File: config.mk
export PLATFORM = sky130hd
export DESIGN_NAME = lbus_burst_wr
export DESIGN_NICKNAME = d
export VERILOG_FILES = /design/src/rtl/lbus_burst_pkg.sv /design/src/rtl/lbus_phase_timer.sv /design/src/rtl/lbus_byte_pump.sv /design/src/rtl/lbus_burst_wr.sv
export SDC_FILE = /design/constraint.sdc
export NUM_CORES = 1
export LEC_CHECK = 0
export BUFFER_PORTS_ARGS = -buffer_cell sky130_fd_sc_hd__clkbuf_2
export CORE_MARGIN = 2
export CORE_UTILIZATION = 51
export DETAILED_ROUTE_END_ITERATION = 12
export GPL_TIMING_DRIVEN = 0
export PLACE_DENSITY = 0.77
export SLEW_MARGIN = 20
export SYNTH_ARGS = -nofsm -noshare
export SYNTH_HDL_FRONTEND = slang
export SYNTH_SLANG_ARGS = --single-unit
File: constraint.sdc
create_clock -name clk -period 1.7 [get_ports clk]
set_input_delay 0.085 -clock clk [delete_from_list [all_inputs] [get_ports clk]]
set_output_delay 0.085 -clock clk [all_outputs]
set_load 0.02 [all_outputs]
File: src/rtl/lbus_burst_pkg.sv
package lbus_burst_pkg;

    typedef enum logic [2:0] {
        ST_IDLE,
        ST_ADDR,
        ST_WAIT,
        ST_ACK,
        ST_GAP
    } bus_state_e;

    localparam int BYTE_W = 8;

endpackage

File: src/rtl/lbus_phase_timer.sv
module lbus_phase_timer #(
    parameter int CNT_W = 4
) (
    input  logic             clk,
    input  logic             rst_n,
    input  logic             load,
    input  logic [CNT_W-1:0] load_val,
    input  logic             dec,
    output logic             zero
);

    logic [CNT_W-1:0] cnt_q;

    always_ff @(posedge clk or negedge rst_n) begin
        if (!rst_n) begin
            cnt_q <= '0;
        end else if (load) begin
            cnt_q <= load_val;
        end else if (dec) begin
            cnt_q <= cnt_q - CNT_W'(1);
        end
    end

    assign zero = (cnt_q == '0);

    // the sequencer must never count a phase below zero
    p_no_underflow_r4: assert property (@(posedge clk) disable iff (!rst_n)
        (dec && !load) |-> (cnt_q != '0));

endmodule

File: src/rtl/lbus_byte_pump.sv
module lbus_byte_pump #(
    parameter int ADDR_W    = 32,
    parameter int MAX_BYTES = 32,
    parameter int BYTE_W    = 8,
    localparam int IDX_W    = $clog2(MAX_BYTES),
    localparam int DATA_W   = MAX_BYTES * BYTE_W
) (
    input  logic              clk,
    input  logic              rst_n,
    input  logic              load,
    input  logic [ADDR_W-1:0] load_addr,
    input  logic [DATA_W-1:0] load_data,
    input  logic [IDX_W-1:0]  load_len_m1,
    input  logic              step,
    output logic [BYTE_W-1:0] cur_byte,
    output logic [ADDR_W-1:0] base_addr,
    output logic [IDX_W-1:0]  low_addr,
    output logic              last_beat
);

    logic [DATA_W-1:0] shreg_q;
    logic [ADDR_W-1:0] addr_q;
    logic [IDX_W-1:0]  idx_q;
    logic [IDX_W-1:0]  len_q;

    assign last_beat = (idx_q == len_q);

    always_ff @(posedge clk or negedge rst_n) begin
        if (!rst_n) begin
            shreg_q <= '0;
            addr_q  <= '0;
            idx_q   <= '0;
            len_q   <= '0;
        end else if (load) begin
            shreg_q <= load_data;
            addr_q  <= load_addr;
            idx_q   <= '0;
            len_q   <= load_len_m1;
        end else if (step && !last_beat) begin
            shreg_q <= {{BYTE_W{1'b0}}, shreg_q[DATA_W-1:BYTE_W]};
            idx_q   <= idx_q + IDX_W'(1);
        end
    end

    assign cur_byte  = shreg_q[BYTE_W-1:0];
    assign base_addr = addr_q;
    assign low_addr  = addr_q[IDX_W-1:0] + idx_q;

    // the beat index never passes the requested length
    p_idx_bound_r8: assert property (@(posedge clk) disable iff (!rst_n)
        idx_q <= len_q);

    // the byte only moves on a step
    p_step_only_r7: assert property (@(posedge clk) disable iff (!rst_n)
        (!load && !step) |=> $stable(shreg_q));

endmodule

File: src/rtl/lbus_burst_wr.sv
module lbus_burst_wr
    import lbus_burst_pkg::*;
#(
    parameter int ADDR_W    = 32,
    parameter int MAX_BYTES = 32,
    parameter int WAIT_W    = 4,
    parameter int HOLD_W    = 2,
    localparam int IDX_W    = $clog2(MAX_BYTES),
    localparam int DATA_W   = MAX_BYTES * BYTE_W,
    localparam int TMR_W    = (WAIT_W > HOLD_W) ? WAIT_W : HOLD_W
) (
    input  logic              clk,
    input  logic              rst_n,
    input  logic              req_valid,
    output logic              req_ready,
    input  logic [ADDR_W-1:0] req_addr,
    input  logic [IDX_W-1:0]  req_len_m1,
    input  logic [DATA_W-1:0] req_data,
    input  logic [WAIT_W-1:0] cfg_wait,
    input  logic [HOLD_W-1:0] cfg_hold,
    input  logic              cfg_dbg_en,
    output logic              done,
    output logic              bus_ale,
    output logic              bus_cs_n,
    output logic              bus_we_n,
    output logic [ADDR_W-1:0] bus_ad,
    output logic [IDX_W-1:0]  bus_alow,
    output logic              bus_dval
);

    bus_state_e state_q, state_d;

    logic [WAIT_W-1:0] wait_q;
    logic [HOLD_W-1:0] hold_q;
    logic              fin_q;
    logic              done_q;
    logic              accept;
    logic              ta;
    logic              tmr_load;
    logic [TMR_W-1:0]  tmr_val;
    logic              tmr_dec;
    logic              tmr_zero;
    logic [BYTE_W-1:0] cur_byte;
    logic [ADDR_W-1:0] base_addr;
    logic [IDX_W-1:0]  low_addr;
    logic              last_beat;

    assign accept = (state_q == ST_IDLE) && req_valid;
    assign ta     = (state_q == ST_ACK);

    lbus_phase_timer #(.CNT_W(TMR_W)) u_timer (
        .clk      (clk),
        .rst_n    (rst_n),
        .load     (tmr_load),
        .load_val (tmr_val),
        .dec      (tmr_dec),
        .zero     (tmr_zero)
    );

    lbus_byte_pump #(
        .ADDR_W    (ADDR_W),
        .MAX_BYTES (MAX_BYTES),
        .BYTE_W    (BYTE_W)
    ) u_pump (
        .clk         (clk),
        .rst_n       (rst_n),
        .load        (accept),
        .load_addr   (req_addr),
        .load_data   (req_data),
        .load_len_m1 (req_len_m1),
        .step        (ta),
        .cur_byte    (cur_byte),
        .base_addr   (base_addr),
        .low_addr    (low_addr),
        .last_beat   (last_beat)
    );

    // state register and captured burst controls
    always_ff @(posedge clk or negedge rst_n) begin
        if (!rst_n) begin
            state_q <= ST_IDLE;
            wait_q  <= '0;
            hold_q  <= '0;
            fin_q   <= 1'b0;
            done_q  <= 1'b0;
        end else begin
            state_q <= state_d;
            done_q  <= ta && last_beat;
            if (accept) begin
                wait_q <= cfg_wait;
                hold_q <= cfg_hold;
                fin_q  <= 1'b0;
            end else if (ta && last_beat) begin
                fin_q  <= 1'b1;
            end
        end
    end

    // next state and phase timer control
    always_comb begin
        state_d  = state_q;
        tmr_load = 1'b0;
        tmr_val  = TMR_W'(wait_q) - TMR_W'(1);
        tmr_dec  = 1'b0;
        unique case (state_q)
            ST_IDLE: begin
                if (req_valid) state_d = ST_ADDR;
            end
            ST_ADDR: begin
                if (wait_q == '0) begin
                    state_d = ST_ACK;
                end else begin
                    state_d  = ST_WAIT;
                    tmr_load = 1'b1;
                end
            end
            ST_WAIT: begin
                if (tmr_zero) state_d = ST_ACK;
                else          tmr_dec = 1'b1;
            end
            ST_ACK: begin
                state_d  = ST_GAP;
                tmr_load = 1'b1;
                tmr_val  = TMR_W'(hold_q);
            end
            ST_GAP: begin
                if (!tmr_zero) begin
                    tmr_dec = 1'b1;
                end else if (fin_q) begin
                    state_d = ST_IDLE;
                end else if (wait_q == '0) begin
                    state_d = ST_ACK;
                end else begin
                    state_d  = ST_WAIT;
                    tmr_load = 1'b1;
                end
            end
            default: state_d = ST_IDLE;
        endcase
    end

    // bus outputs decoded from state
    always_comb begin
        req_ready = 1'b0;
        bus_ale   = 1'b0;
        bus_cs_n  = 1'b1;
        bus_we_n  = 1'b1;
        bus_ad    = '0;
        bus_alow  = '0;
        unique case (state_q)
            ST_IDLE: begin
                req_ready = 1'b1;
            end
            ST_ADDR: begin
                bus_ale  = 1'b1;
                bus_ad   = base_addr;
                bus_alow = low_addr;
            end
            ST_WAIT, ST_ACK: begin
                bus_cs_n = 1'b0;
                bus_we_n = 1'b0;
                bus_ad   = {cur_byte, base_addr[ADDR_W-BYTE_W-1:0]};
                bus_alow = low_addr;
            end
            ST_GAP: begin
                bus_cs_n = 1'b0;
                bus_ad   = {cur_byte, base_addr[ADDR_W-BYTE_W-1:0]};
                bus_alow = low_addr;
            end
            default: ;
        endcase
    end

    assign done     = done_q;
    assign bus_dval = ta && cfg_dbg_en;

    // an accepted request opens with the address phase carrying its address
    p_accept_addr_r2: assert property (@(posedge clk) disable iff (!rst_n)
        (req_valid && req_ready) |=> (bus_ale && bus_ad == $past(req_addr)));

    // the latch strobe lasts one cycle, with control lines quiet
    p_ale_single_r2: assert property (@(posedge clk) disable iff (!rst_n)
        bus_ale |=> !bus_ale);
    p_ale_quiet_r2: assert property (@(posedge clk) disable iff (!rst_n)
        bus_ale |-> (bus_cs_n && bus_we_n));

    // strobe and acknowledge exclusive
    p_ale_ta_excl_r3: assert property (@(posedge clk) disable iff (!rst_n)
        !(bus_ale && ta));

    // write enable only under chip select, released after acknowledge
    p_we_in_cs_r4: assert property (@(posedge clk) disable iff (!rst_n)
        !bus_we_n |-> !bus_cs_n);
    p_we_release_r4: assert property (@(posedge clk) disable iff (!rst_n)
        ta |=> (bus_we_n && !bus_cs_n));

    // lanes frozen inside a beat unless the previous cycle acknowledged
    p_lane_hold_r7: assert property (@(posedge clk) disable iff (!rst_n)
        (!bus_cs_n && !$past(bus_cs_n) && !$past(ta))
            |-> ($stable(bus_ad) && $stable(bus_alow)));

    // done only follows an acknowledge, and lasts one cycle
    p_done_after_ta_r9: assert property (@(posedge clk) disable iff (!rst_n)
        done |-> $past(ta));
    p_done_pulse_r9: assert property (@(posedge clk) disable iff (!rst_n)
        done |=> !done);

endmodule

==> metrics.yaml, run 1 <==
worst_endpoint: "bus_alow[4]"
grtUsageTotal_pct: 75.76
core.rowCount: 70
ys_ff_latch: 313
antenna_found_initial: 24
syn_inst: 2106
synth-edff-count: 0
port_buffers: 345
post_dp_cell_area_mm2: 0.02138
status: "stopped before the end"
grt_start_max_net_pins: 91
post_synth.cell_area_avg_um2: 8.956
synth-main-ff-cell: "dfrtp_1"
yosysSeqAreaShare_pct: 41.53
overflow: 26
h-tree-depth: 2
dp_hpwl_um: 44240
mappedNetlistArea_mm2: 0.01886
toolErrorMsg: "[ERROR GRT-0232] Routing congestion too high. Check the congestion heatmap in the GUI."
ios: 346
die_x_um: 196.3
gp_congestion: 0.9401
initial_core_util_pct: 51.64
numCtsBuffers: 37
cts_buffer_depth: 3
worst-ep-kind: "top-level output"
cts_num_sinks: 313
clockRootBuffer: "clkbuf_16"
netlist-cell-type-count: 47
async_reset_ff_share_pct: 100.0
synth_warnings: 0
failing_step: "5_1_grt"
synth_nets: 2418
die_h_um: 196.3
-- per-layer routing --
metal,GRT overflow,GRT usage [%]
met2,16,91.83
met1,0,75.23
met4,10,76.09
met3,0,61.34
met5,0,31.03
-- synth_stat cells (7+ instances only) --
master,number,area [um2]
nand2_1,391,1468
o21ai_0,390,1952
dfrtp_1,313,7833
a311oi_1,240,2102
o221a_1,240,2703
clkbuf_1,183,686.9
o21ai_1,115,575.6
buf_2,69,345.3
and2_1,30,187.7
nand2b_1,15,93.84
nor2_1,14,52.55
buf_1,9,33.78
xnor2_1,9,78.83
a22o_1,8,70.07
ha_1,8,100.1
o311a_1,8,80.08
mux2i_1,7,70.07
-- logic make-up after synthesis --
group                      synth area share (%)
AOI/OAI and AO/OA                         40.10
xor gates and xnor gates                 0.7762
adders and majority gates                0.6369
buffers and inverters                     5.951
DFF                                       41.53
muxes                                    0.4312
and+or+nand+nor                           10.57
-- what timing repair did --
action / 4_1_cts
cloned: 53
gates resized for setup: 972
setup endpoints to repair: 352
hold buffers: 300
pin swaps: 290
hold endpoints to repair: 380
setup buffers: 77
-- stage by stage --
step / instances / hold WS (ps) / utilization [%] / setup WS [ps] / TNS (ps)
after floorplan: 2106 / -210.6 / - / -30.05 / -2395
after CTS: 3414 / 209.3 / 82.06 / -654.2 / -130490
after detailed placement: 2922 / 200.0 / 58.55 / -999.2 / -271290
after global placement: 2919 / 277.0 / 58.30 / -6283 / -2220020
==> inputs of run 2 (changes only) <==
--- a/config.mk
+++ b/config.mk
@@ -7,10 +7,10 @@
 export LEC_CHECK = 0
 export BUFFER_PORTS_ARGS = -buffer_cell sky130_fd_sc_hd__clkbuf_2
 export CORE_MARGIN = 2
-export CORE_UTILIZATION = 51
+export CORE_UTILIZATION = 40
 export DETAILED_ROUTE_END_ITERATION = 12
 export GPL_TIMING_DRIVEN = 0
-export PLACE_DENSITY = 0.77
+export PLACE_DENSITY_LB_ADDON = 0.15
 export SLEW_MARGIN = 20
 export SYNTH_ARGS = -nofsm -noshare
 export SYNTH_HDL_FRONTEND = slang
==> constraint.sdc (replaced) <==
create_clock -name clk -period 2.21 [get_ports clk]
set_input_delay 0.1105 -clock clk [delete_from_list [all_inputs] [get_ports clk]]
set_output_delay 0.1105 -clock clk [all_outputs]
set_load 0.02 [all_outputs]
==> run 2 against run 1 <==
The flow now finishes, with violations (setup timing). Synthesized cell count unchanged. Area after synthesis did not move.
==> metrics.yaml, run 2 <==
placed_cells: 3062  # +4.8%
critPathBufInv: 1
start_kind: "register"
peakVddDrop_mv: 0.7753
worstReg2RegStart: "u_pump.idx_q[0]"
synth_common_cells: "nand2_1 (391), o21ai_0 (390), dfrtp_1 (313), a311oi_1 (240), o221a_1 (240)"
largest_reg_flops: 256
status: "finished with violations"
die_area_mm2: 0.04891
end_kind: "primary output"
max_cap_viol_count: 0
grt_pass1_vias: 20420
clockRootBuffer: "clkbuf_16"
reg2reg_depth: 11
hold_path.class: "in2async"
ant_nets: 0
die_h_um: 221.1  # +13%
slew_viol_final: 0
arrival_ps: 2250
final.setup.tns_ps: -146.8
drt_iter0_drc: 2168
vias: 21150
critPathRequiredTime_ps: 2100
p_leak_nw: 11.03
die_x_um: 221.1  # +13%
rsz0062_at_grt: "true"
synth_most_common_cell: "nand2_1"
relSlewSlack_pct: 63.89
mappedNetlistArea_mm2: 0.01886  # unchanged
top_register: "u_pump.shreg_q"
vias_per_cell: 6.104
wire_per_inst_um: 21.08
worst_pin_slew_ps: 541.7
crit_family: "adder cells"
critical_path_class: "reg2out"
totalWireLength_um: 73020
layout.cells.most_common_list: "clkbuf_2 (451), nand2_1 (390), o21ai_0 (390)"
gp_congestion: 0.8539  # -9.2%
final_hold_viol_count: 0
path_clk_slew_ps: 60
slowest_delay_ps: 430
violations: "setup timing"
cts_tree: "done"
clock_latency_ps: 550
remaining_drc_errors: 0
fin_ws_ps: -146.8
cts_num_sinks: 313  # unchanged
timing.final.crit_share_pct: 106.6
slowest_stage: "dfrtp_2"
synth-main-ff-cell: "dfrtp_1"
path_cells: "ha_4 > fa_2 > a21o_1 > a21oi_2 > xnor2_1 > and2_1 > clkbuf_8"
grt_pass1_wl_um: 113100
antenna_found_initial: 14
stdcell_count: 3464
post-route-min-period_ps: 2357
dp_hpwl_um: 47340  # +7.0%
post-route-util_pct: 57.69
fin_nets: 3135
syn_inst: 2106  # unchanged
post_synth.cell_area_avg_um2: 8.956  # unchanged
final_common_cell: "clkbuf_2"
h-tree-depth: 2  # unchanged
overflow: 0
drive_above_1_share_pct: 24.88
ios: 346  # unchanged
fin_skew_ps: 22.37
reg2reg_setup_slack_ps: 0
numCtsBuffers: 39  # +5.4%
clock.fmax_mhz: 424.3
grtUsageTotal_pct: 28.47
path_max_fanout: 2
port_buffers: 345  # unchanged
hold-worst-slack_ps: 91.30
synth_nets: 2418  # unchanged
synth_top_area_cell: "dfrtp_1"
netlist-cell-type-count: 47  # unchanged
rr_endpoint: "u_pump.shreg_q[104]"
synth-edff-count: 0  # unchanged
yosysSeqAreaShare_pct: 41.53  # unchanged
async_reset_ff_share_pct: 100.0  # unchanged
p_per_area_mw_per_mm2: 1394
initial_core_util_pct: 40.51  # -11 points
core.rowCount: 79  # +13%
yosysTopAreaCellShare_pct: 41.53  # unchanged
setup_violations: 1
synth_area_leaders: "dfrtp_1 (42%), o221a_1 (14%), a311oi_1 (11%), o21ai_0 (10%), nand2_1 (7.8%)"
grt_start_max_net_pins: 79
syn_to_final_growth_pct: 42.40
ys_ff_latch: 313  # unchanged
cts_buffer_depth: 3  # unchanged
firstDrtPassIters: 6
core-area_mm2: 0.04656
synth_warnings: 0  # unchanged
-- run 2: worst max-delay path by stage --
stage                          startpoint                   to  slack [ps]  cells after the start
after floorplan           u_pump.idx_q[0]          bus_alow[4]         410                      6
after global placement              rst_n  u_pump.shreg_q[174]       -6160                      1
after detailed placement  u_pump.idx_q[3]   u_pump.shreg_q[73]        -350                      7
after CTS                 u_pump.idx_q[0]          bus_alow[4]        -220                      7
after global routing      u_pump.idx_q[0]          bus_alow[4]        -220                      7
final                     u_pump.idx_q[0]          bus_alow[4]        -150                      7
-- run 2: final cells by class --
cell class	count	area [um2]
Tap cell	607	759.5
Multi-Input combinational cell	1522	10220
Clock inverter	11	158.9
Sequential cell	313	7839
Antenna cell	7	17.52
Timing Repair Buffer	677	5159
Fill cell	3984	19700
Buffer	265	1530
Clock buffer	57	1154
Inverter	5	18.77
-- run 2: stage by stage --
| step | total power, mW | setup slack [ps] | area, um2 |
|---|---|---|---|
| final | 37.44 | -146.8 | 26860 |
| after global placement | 27.69 | -6157 | 21350 |
| after global routing | 39.78 | -223.7 | 26850 |
| after detailed placement | 28.14 | -350.2 | 21470 |
| after CTS | 35.89 | -222.6 | 26070 |
| after floorplan | 22.82 | 406.4 | 18860 |
-- run 2: repair_timing --
item / in CTS / in global routing
gates cloned: 0 / 1
gates resized for setup: 85 / 347
pin swaps: 4 / 26
endpoints found under the setup margin: 320 / 305
setup buffers: 11 / 16
hold endpoints to repair: 612 / 0
hold buffers: 300 / 0
-- run 2: worst register-to-register path: cells and delay by family, from the launching register on --
kind,cells,cell delay [ps]
AO/OA/AOI/OAI,1,250
buffers and inverters,7,980
flip-flops,1,400
AND/OR/NAND/NOR,3,440
-- run 2: routing by layer --
metal  up-vias  share of wire (%)  GRT usage (%)
li1       9644                  -              -
met1     10310                 43          38.74
met2       966                 46          45.28
met3       212                6.6          4.329
met4        18                4.0          11.93
met5         -               0.15              0
-- run 2: logic make-up (layout without fill, tap and decap cells) --
family,after synthesis,after routing,synth area share [%]
compound gates,1013,1013,40.10
simple gates,477,477,10.57
flops,313,313,41.53
buf+inv,271,1015,5.951
xor+xnor,15,15,0.7762
fa+ha+maj,9,9,0.6369
mux,8,8,0.4312
other cells,0,7,0
-- run 2: where the power goes --
part,leakage (nW),internal (mW),switching (mW),total (mW)
combinational,6.49,8.35,10.7,19.1
sequential,3.90,8.52,3.15,11.7
clock,0.653,4.07,2.61,6.69
Power figures use the tool's default switching activity.
